[src/rtl/sio_pkg.sv]
package sio_pkg;
  localparam int unsigned REG_AW = 6;

  localparam logic [REG_AW-1:0] OFS_CTRL = 6'h00;
  localparam logic [REG_AW-1:0] OFS_MODE = 6'h04;
  localparam logic [REG_AW-1:0] OFS_PRE  = 6'h18;
  localparam logic [REG_AW-1:0] OFS_STAT = 6'h2C;
  localparam logic [REG_AW-1:0] OFS_DATA = 6'h30;
  localparam logic [REG_AW-1:0] OFS_SMP  = 6'h34;

  localparam int unsigned CB_RXCLR = 0;
  localparam int unsigned CB_TXCLR = 1;
  localparam int unsigned CB_RXON  = 2;
  localparam int unsigned CB_TXON  = 4;

  localparam int unsigned SB_RXEMPTY = 1;
  localparam int unsigned SB_TXFULL  = 4;
  localparam int unsigned SB_TXBUSY  = 11;

  typedef enum logic [1:0] {
    RX_IDLE,
    RX_START,
    RX_DATA,
    RX_STOP
  } rx_state_e;
endpackage

[src/rtl/sio_fifo.sv]
module sio_fifo #(
  parameter int DW    = 8,
  parameter int DEPTH = 16
) (
  input  logic          clk,
  input  logic          rst_n,
  input  logic          flush,
  input  logic          push,
  input  logic [DW-1:0] wdata,
  input  logic          pop,
  output logic [DW-1:0] rdata,
  output logic          empty,
  output logic          full
);
  localparam int AW = (DEPTH > 1) ? $clog2(DEPTH) : 1;
  localparam int CW = $clog2(DEPTH + 1);

  logic [DW-1:0] mem_q [DEPTH];
  logic [AW-1:0] wp_q, wp_d, rp_q, rp_d;
  logic [CW-1:0] cnt_q, cnt_d;
  logic          do_push, do_pop;

  assign empty   = (cnt_q == '0);
  assign full    = (cnt_q == CW'(DEPTH));
  assign do_push = push & ~full & ~flush;
  assign do_pop  = pop & ~empty & ~flush;
  assign rdata   = mem_q[rp_q];

  always_comb begin
    wp_d  = wp_q;
    rp_d  = rp_q;
    cnt_d = cnt_q;
    if (flush) begin
      wp_d  = '0;
      rp_d  = '0;
      cnt_d = '0;
    end else begin
      if (do_push) wp_d = (wp_q == AW'(DEPTH - 1)) ? '0 : wp_q + AW'(1);
      if (do_pop)  rp_d = (rp_q == AW'(DEPTH - 1)) ? '0 : rp_q + AW'(1);
      if (do_push && !do_pop)      cnt_d = cnt_q + CW'(1);
      else if (do_pop && !do_push) cnt_d = cnt_q - CW'(1);
    end
  end

  always_ff @(posedge clk or negedge rst_n) begin
    if (!rst_n) begin
      wp_q  <= '0;
      rp_q  <= '0;
      cnt_q <= '0;
    end else begin
      wp_q  <= wp_d;
      rp_q  <= rp_d;
      cnt_q <= cnt_d;
    end
  end

  always_ff @(posedge clk) begin
    if (do_push) mem_q[wp_q] <= wdata;
  end

  assert_no_overflow_R9: assert property (@(posedge clk) disable iff (!rst_n)
    cnt_q <= CW'(DEPTH));
  assert_full_drop_R9: assert property (@(posedge clk) disable iff (!rst_n)
    (full && push && !pop && !flush) |=> $stable(cnt_q));
endmodule

[src/rtl/sio_baud.sv]
module sio_baud #(
  parameter int CD_W = 16
) (
  input  logic            clk,
  input  logic            rst_n,
  input  logic [CD_W-1:0] cd_i,
  output logic            tick_o
);
  logic [CD_W-1:0] cnt_q, cnt_d;
  logic            cd_ok;

  assign cd_ok = (cd_i >= CD_W'(2));

  always_comb begin
    tick_o = 1'b0;
    cnt_d  = cnt_q;
    if (!cd_ok) begin
      cnt_d = '0;
    end else if (cnt_q >= cd_i - CD_W'(1)) begin
      cnt_d  = '0;
      tick_o = 1'b1;
    end else begin
      cnt_d = cnt_q + CD_W'(1);
    end
  end

  always_ff @(posedge clk or negedge rst_n) begin
    if (!rst_n) cnt_q <= '0;
    else        cnt_q <= cnt_d;
  end

  assert_tick_spacing_R2: assert property (@(posedge clk) disable iff (!rst_n)
    tick_o |=> !tick_o);
  assert_hold_off_R8: assert property (@(posedge clk) disable iff (!rst_n)
    !cd_ok |=> (cnt_q == '0));
endmodule

[src/rtl/sio_tx.sv]
module sio_tx #(
  parameter int DW     = 8,
  parameter int BDIV_W = 8
) (
  input  logic              clk,
  input  logic              rst_n,
  input  logic              flush_i,
  input  logic              en_i,
  input  logic              tick_i,
  input  logic [BDIV_W-1:0] bdiv_i,
  input  logic              avail_i,
  input  logic [DW-1:0]     data_i,
  output logic              pop_o,
  output logic              busy_o,
  output logic              line_o
);
  localparam int FW = DW + 2;
  localparam int IW = $clog2(FW);

  logic              busy_q, busy_d;
  logic [FW-1:0]     sh_q, sh_d;
  logic [IW-1:0]     idx_q, idx_d;
  logic [BDIV_W-1:0] sub_q, sub_d;

  always_comb begin
    busy_d = busy_q;
    sh_d   = sh_q;
    idx_d  = idx_q;
    sub_d  = sub_q;
    pop_o  = 1'b0;
    if (flush_i) begin
      busy_d = 1'b0;
      idx_d  = '0;
      sub_d  = '0;
    end else if (tick_i) begin
      if (!busy_q) begin
        if (en_i && avail_i) begin
          pop_o  = 1'b1;
          busy_d = 1'b1;
          sh_d   = {1'b1, data_i, 1'b0};
          idx_d  = '0;
          sub_d  = '0;
        end
      end else if (sub_q >= bdiv_i) begin
        sub_d = '0;
        if (idx_q == IW'(FW - 1)) begin
          busy_d = 1'b0;
        end else begin
          idx_d = idx_q + IW'(1);
          sh_d  = {1'b1, sh_q[FW-1:1]};
        end
      end else begin
        sub_d = sub_q + BDIV_W'(1);
      end
    end
  end

  always_ff @(posedge clk or negedge rst_n) begin
    if (!rst_n) begin
      busy_q <= 1'b0;
      sh_q   <= '1;
      idx_q  <= '0;
      sub_q  <= '0;
    end else begin
      busy_q <= busy_d;
      sh_q   <= sh_d;
      idx_q  <= idx_d;
      sub_q  <= sub_d;
    end
  end

  assign busy_o = busy_q;
  assign line_o = busy_q ? sh_q[0] : 1'b1;

  assert_flush_idle_R6: assert property (@(posedge clk) disable iff (!rst_n)
    flush_i |=> line_o);
  assert_line_on_tick_R2: assert property (@(posedge clk) disable iff (!rst_n)
    (busy_q && !tick_i && !flush_i) |=> $stable(line_o));
endmodule

[src/rtl/sio_rx.sv]
module sio_rx
  import sio_pkg::*;
#(
  parameter int DW     = 8,
  parameter int BDIV_W = 8
) (
  input  logic              clk,
  input  logic              rst_n,
  input  logic              flush_i,
  input  logic              en_i,
  input  logic              tick_i,
  input  logic [BDIV_W-1:0] bdiv_i,
  input  logic              line_i,
  output logic              push_o,
  output logic [DW-1:0]     data_o
);
  localparam int IW = (DW > 1) ? $clog2(DW) : 1;

  logic [1:0]        sync_q;
  rx_state_e         st_q, st_d;
  logic [BDIV_W-1:0] sub_q, sub_d;
  logic [IW-1:0]     idx_q, idx_d;
  logic [DW-1:0]     sh_q, sh_d;
  logic              bit_in;

  assign bit_in = sync_q[1];
  assign data_o = sh_q;

  always_comb begin
    st_d   = st_q;
    sub_d  = sub_q;
    idx_d  = idx_q;
    sh_d   = sh_q;
    push_o = 1'b0;
    if (flush_i) begin
      st_d  = RX_IDLE;
      sub_d = '0;
      idx_d = '0;
    end else if (tick_i) begin
      unique case (st_q)
        RX_IDLE: begin
          if (en_i && !bit_in) begin
            st_d  = RX_START;
            sub_d = '0;
          end
        end
        RX_START: begin
          if (sub_q >= (bdiv_i >> 1)) begin
            st_d  = bit_in ? RX_IDLE : RX_DATA;
            sub_d = '0;
            idx_d = '0;
          end else begin
            sub_d = sub_q + BDIV_W'(1);
          end
        end
        RX_DATA: begin
          if (sub_q >= bdiv_i) begin
            sub_d = '0;
            sh_d  = {bit_in, sh_q[DW-1:1]};
            if (idx_q == IW'(DW - 1)) st_d = RX_STOP;
            else                      idx_d = idx_q + IW'(1);
          end else begin
            sub_d = sub_q + BDIV_W'(1);
          end
        end
        RX_STOP: begin
          if (sub_q >= bdiv_i) begin
            push_o = bit_in;
            st_d   = RX_IDLE;
            sub_d  = '0;
          end else begin
            sub_d = sub_q + BDIV_W'(1);
          end
        end
        default: st_d = RX_IDLE;
      endcase
    end
  end

  always_ff @(posedge clk or negedge rst_n) begin
    if (!rst_n) begin
      sync_q <= 2'b11;
      st_q   <= RX_IDLE;
      sub_q  <= '0;
      idx_q  <= '0;
      sh_q   <= '0;
    end else begin
      sync_q <= {sync_q[0], line_i};
      st_q   <= st_d;
      sub_q  <= sub_d;
      idx_q  <= idx_d;
      sh_q   <= sh_d;
    end
  end

  assert_rx_gated_R7: assert property (@(posedge clk) disable iff (!rst_n)
    (!en_i && st_q == RX_IDLE) |=> (st_q == RX_IDLE));
  assert_rx_flush_R6: assert property (@(posedge clk) disable iff (!rst_n)
    flush_i |=> (st_q == RX_IDLE));
  assert_push_ends_R11: assert property (@(posedge clk) disable iff (!rst_n)
    push_o |=> (st_q == RX_IDLE));
endmodule

[src/rtl/sio_core.sv]
module sio_core
  import sio_pkg::*;
#(
  parameter int              CD_W       = 16,
  parameter int              BDIV_W     = 8,
  parameter int              DATA_W     = 8,
  parameter int              FIFO_DEPTH = 16,
  parameter logic [CD_W-1:0]   CD_RST   = 16'h028B,
  parameter logic [BDIV_W-1:0] BDIV_RST = 8'h0F
) (
  input  logic              clk,
  input  logic              rst_n,
  input  logic              bus_wr,
  input  logic              bus_rd,
  input  logic [REG_AW-1:0] bus_addr,
  input  logic [31:0]       bus_wdata,
  output logic [31:0]       bus_rdata,
  output logic              ser_tx,
  input  logic              ser_rx
);
  localparam int CTRL_W = 9;
  localparam int MODE_W = 11;

  logic [CTRL_W-1:0] ctrl_q, ctrl_d;
  logic [MODE_W-1:0] mode_q, mode_d;
  logic [CD_W-1:0]   cd_q, cd_d;
  logic [BDIV_W-1:0] bdiv_q, bdiv_d;

  logic              wr_ctrl, rd_data;
  logic              tick;
  logic              txf_push, txf_pop, txf_empty, txf_full;
  logic [DATA_W-1:0] txf_rdata;
  logic              rxf_push, rxf_empty, rxf_full;
  logic [DATA_W-1:0] rxf_rdata, rx_byte;
  logic              tx_busy;
  logic              wdata_unused;

  assign wdata_unused = ^bus_wdata[31:16];
  assign wr_ctrl  = bus_wr && (bus_addr == OFS_CTRL);
  assign txf_push = bus_wr && (bus_addr == OFS_DATA);
  assign rd_data  = bus_rd && (bus_addr == OFS_DATA);

  always_comb begin
    ctrl_d = ctrl_q;
    ctrl_d[CB_RXCLR] = 1'b0;
    ctrl_d[CB_TXCLR] = 1'b0;
    mode_d = mode_q;
    cd_d   = cd_q;
    bdiv_d = bdiv_q;
    if (bus_wr) begin
      unique case (bus_addr)
        OFS_CTRL: ctrl_d = bus_wdata[CTRL_W-1:0];
        OFS_MODE: mode_d = bus_wdata[MODE_W-1:0];
        OFS_PRE:  cd_d   = bus_wdata[CD_W-1:0];
        OFS_SMP:  bdiv_d = bus_wdata[BDIV_W-1:0];
        default: ;
      endcase
    end
  end

  always_ff @(posedge clk or negedge rst_n) begin
    if (!rst_n) begin
      ctrl_q <= '0;
      mode_q <= '0;
      cd_q   <= CD_RST;
      bdiv_q <= BDIV_RST;
    end else begin
      ctrl_q <= ctrl_d;
      mode_q <= mode_d;
      cd_q   <= cd_d;
      bdiv_q <= bdiv_d;
    end
  end

  always_comb begin
    bus_rdata = '0;
    unique case (bus_addr)
      OFS_CTRL: bus_rdata[CTRL_W-1:0] = ctrl_q;
      OFS_MODE: bus_rdata[MODE_W-1:0] = mode_q;
      OFS_PRE:  bus_rdata[CD_W-1:0]   = cd_q;
      OFS_SMP:  bus_rdata[BDIV_W-1:0] = bdiv_q;
      OFS_STAT: begin
        bus_rdata[SB_RXEMPTY] = rxf_empty;
        bus_rdata[SB_TXFULL]  = txf_full;
        bus_rdata[SB_TXBUSY]  = tx_busy | ~txf_empty;
      end
      OFS_DATA: bus_rdata[DATA_W-1:0] = rxf_empty ? '0 : rxf_rdata;
      default: ;
    endcase
  end

  sio_baud #(.CD_W(CD_W)) u_baud (
    .clk    (clk),
    .rst_n  (rst_n),
    .cd_i   (cd_q),
    .tick_o (tick)
  );

  sio_fifo #(.DW(DATA_W), .DEPTH(FIFO_DEPTH)) u_txq (
    .clk   (clk),
    .rst_n (rst_n),
    .flush (ctrl_q[CB_TXCLR]),
    .push  (txf_push),
    .wdata (bus_wdata[DATA_W-1:0]),
    .pop   (txf_pop),
    .rdata (txf_rdata),
    .empty (txf_empty),
    .full  (txf_full)
  );

  sio_fifo #(.DW(DATA_W), .DEPTH(FIFO_DEPTH)) u_rxq (
    .clk   (clk),
    .rst_n (rst_n),
    .flush (ctrl_q[CB_RXCLR]),
    .push  (rxf_push),
    .wdata (rx_byte),
    .pop   (rd_data),
    .rdata (rxf_rdata),
    .empty (rxf_empty),
    .full  (rxf_full)
  );

  sio_tx #(.DW(DATA_W), .BDIV_W(BDIV_W)) u_tx (
    .clk     (clk),
    .rst_n   (rst_n),
    .flush_i (ctrl_q[CB_TXCLR]),
    .en_i    (ctrl_q[CB_TXON]),
    .tick_i  (tick),
    .bdiv_i  (bdiv_q),
    .avail_i (~txf_empty),
    .data_i  (txf_rdata),
    .pop_o   (txf_pop),
    .busy_o  (tx_busy),
    .line_o  (ser_tx)
  );

  sio_rx #(.DW(DATA_W), .BDIV_W(BDIV_W)) u_rx (
    .clk     (clk),
    .rst_n   (rst_n),
    .flush_i (ctrl_q[CB_RXCLR]),
    .en_i    (ctrl_q[CB_RXON]),
    .tick_i  (tick),
    .bdiv_i  (bdiv_q),
    .line_i  (ser_rx),
    .push_o  (rxf_push),
    .data_o  (rx_byte)
  );

  assert_clr_self_R6: assert property (@(posedge clk) disable iff (!rst_n)
    (ctrl_q[CB_TXCLR] || ctrl_q[CB_RXCLR]) |=>
      ((!ctrl_q[CB_TXCLR] && !ctrl_q[CB_RXCLR]) || $past(wr_ctrl)));
  assert_empty_read_R10: assert property (@(posedge clk) disable iff (!rst_n)
    (rd_data && rxf_empty) |-> (bus_rdata == '0));
  assert_full_flag_R4: assert property (@(posedge clk) disable iff (!rst_n)
    (txf_full && !txf_pop && !ctrl_q[CB_TXCLR]) |=> txf_full);
endmodule

[config.mk]
export PLATFORM = sky130hd
export DESIGN_NAME = sio_core
export DESIGN_NICKNAME = d
export VERILOG_FILES = /design/src/rtl/sio_pkg.sv /design/src/rtl/sio_fifo.sv /design/src/rtl/sio_baud.sv /design/src/rtl/sio_tx.sv /design/src/rtl/sio_rx.sv /design/src/rtl/sio_core.sv
export SDC_FILE = /design/constraint.sdc
export NUM_CORES = 1
export LEC_CHECK = 0
export BUFFER_PORTS_ARGS = -buffer_cell sky130_fd_sc_hd__buf_2
export CAP_MARGIN = 30
export CORE_MARGIN = 2
export CORE_UTILIZATION = 45
export DETAILED_ROUTE_END_ITERATION = 10
export SKIP_LAST_GASP = 1
export SYNTH_ARGS = -nofsm -noshare
export SYNTH_HDL_FRONTEND = slang
export SYNTH_HIERARCHICAL = 1
export SYNTH_SLANG_ARGS = --single-unit
[constraint.sdc]
create_clock -name clk -period 16.5 [get_ports clk]
set_input_delay 1.65 -clock clk [delete_from_list [all_inputs] [get_ports clk]]
set_output_delay 1.65 -clock clk [all_outputs]
set_load 0.05 [all_outputs]
==> reports/qor.yml <==
power:
  switchingPower_mw: 0.597
  pwr-share-seq: 0.476
  p_int_mw: 1.74
  max-vdd-ir-drop_v: 0.0000723
  power.leakage_nw: 7.89
  pwr-share-comb: 0.120
  clockPowerShare: 0.403
  p_sw_frac: 0.255
  power_density_mw_per_mm2: 112
clock_tree:
  cts_resized: 0
  cts_root_buf: "clkbuf_16"
  hold_buffers: 0
  path_clk_slew_ns: 0.06
  cts.sinks: 387
  cts_buffers: 42
  clockBufferDepth: 3
  post_cts_buffers: 0
  cts_tree: "built"
  clock_latency_ns: 0.59
  htreeDepth: 2
job:
  cap_violations: 0
floorplan:
  die-area_mm2: 0.0433
  die_x_um: 208
  core.rowCount: 74
  coreArea_mm2: 0.0410
  die_h_um: 208
  initial_core_util: 0.457
  io_pins: 76
global_routing:
  gr-total-overflow: 0
  grt_max_degree: 58
  grt_pass1_wl_mm: 65.5
  grt_usage: 0.195
  grt_pass1_vias: 11400
  gr-usage-met1: 0.252
  antenna_found_initial: 5
  use_met3: 0.0352
  use_met2: 0.329
  busiest_layer: "met2"
run_status:
  outcome: "finished clean"
sta:
  fin_ws_ns: 10.04
  setup_viol: 0
  max_clock_freq_ghz: 0.155
  relSlewSlack: 0.333
  slew_violations: 0
  finalClockSkew_ns: 0.0297
  setup-tns-final_ns: 0
  final_hold_viol_count: 0
  worst_pin_slew_ns: 0.992
  period_minus_slack_ns: 6.46
  grt_setup_unrepaired: "false"
  period_share: 0.391
setup_path:
  rr_endpoint: "u_rxq/mem_q[0][3]"
  timing.rr.start: "cd_q[5]"
  cp_data_required_time_ns: 16.78
  critPathLaunchType: "register"
  arrival_ns: 6.74
  end_kind: "register"
  reg2reg_slack_ns: 10.04
  startpoint: "cd_q[5]"
  cp-endpoint: "u_rxq/mem_q[0][3]"
  rr_worst_depth: 18
  crit_fanout: 16
  path_class: "register to register"
yosys:
  yosysWarnings: 6
  synthesis.area_mm2: 0.0187
  syn_inst: 1380
  synth.avg_cell_area_um2: 13.6
route:
  vias_per_cell: 5.70
  via_count: 11300
  drc: 0
  final_antenna_net_count: 0
  dr.pass1.iters: 4
  wl_per_cell_um: 20.9
  wirelength_mm: 41.6
  first_iter_violations: 757
placement:
  place.gp.congestion: 0.796
  dp_slack_ns: 10.07
  io_buffers: 43
  hpwl_mm: 27.9
cells_and_area:
  drive_gt1_frac: 0.188
  num-fill-cells: 3470
  area_growth_syn_to_layout_pct: 11.0
  final_common_cell: "edfxtp_1"
  fin_nets: 1531
  post-route-util: 0.507
  final_cell_mix: "edfxtp_1, dfrtp_1, nor2_1"
min_path:
  min_path_type: "register to register"
  hold_start: "u_rx/sync_q[0]"
==> how the worst min path moves through the flow <==
stage	end	slack, ns	cells after the start
after global placement	u_rx/sync_q[1]	0.37	0
after detailed placement	u_rx/sync_q[1]	0.37	0
after global routing	u_rx/sync_q[1]	0.37	0
after CTS	u_rx/sync_q[1]	0.36	0
final	u_rx/sync_q[1]	0.37	0
after floorplan	u_rx/sync_q[1]	0.35	0
==> stage by stage <==
stage / power [mW] / hold slack, ns / area, um2 / cells
after floorplan: 1.35 / 0.345 / 18800 / 1395
after global placement: 1.41 / 0.370 / 19400 / 1906
after detailed placement: 1.42 / 0.368 / 19400 / 1908
after CTS: 2.36 / 0.364 / 20800 / 1986
after global routing: 2.44 / 0.370 / 20800 / 1986
final: 2.34 / 0.371 / 20800 / 1987
==> layer usage <==
layer | part of all wire | vias to the layer above | routed length [um]
met3 | 0.043 | 71 | 1780
li1 | - | 5352 | -
met4 | 0.029 | 8 | 1200
met5 | 0.0013 | - | 55
met1 | 0.44 | 5705 | 18100
met2 | 0.49 | 197 | 20400
==> cell type report <==
class	count	area, um2	area share
multi-input cells	876	7180	0.345
repair buffers	61	377	0.0181
clock buffers	54	1100	0.0527
clock inverters	24	295	0.0142
well taps	532	666	0.0320
flip-flops and latches	387	11000	0.529
inverters	52	195	0.00938
diodes	1	2.50	0.000120
==> registers in the layout, indices dropped and copies added (netlist names), 8 cells and up <==
register      cells
ctrl_q            9
u_tx/sub_q        8
mode_q           11
u_rx/sub_q        8
u_baud/cnt_q     16
u_tx/sh_q         9
u_rxq/mem_q     128
bdiv_q            8
u_rx/data_o       8
cd_q             16
u_txq/mem_q     128
==> worst max-delay path: stages, from the launching register on <==
cell and delay (ns):
dfrtp_1 0.47, or4_4 0.53, or3_4 0.38, nor4b_1 0.36, xnor2_1 0.15, ha_1 0.31
nand4_1 0.11, nor3_1 0.28, or4b_2 0.68, a31oi_2 0.19, buf_4 0.28, nand2_1 0.13
nor3_1 0.18, buf_4 0.21, inv_1 0.09, a211oi_1 0.47, nand2_1 0.28, nor3_1 0.79
buf_4 0.27
==> power by group through the flow <==
stage	Sequential, mW	Clock, mW	Combinational (mW)
final	1.11	0.943	0.282
after floorplan	1.11	0	0.236
after global routing	1.12	1.00	0.318
after global placement	1.13	0	0.276
after detailed placement	1.13	0	0.283
after CTS	1.11	0.966	0.284
Power figures use the tool's default switching activity.
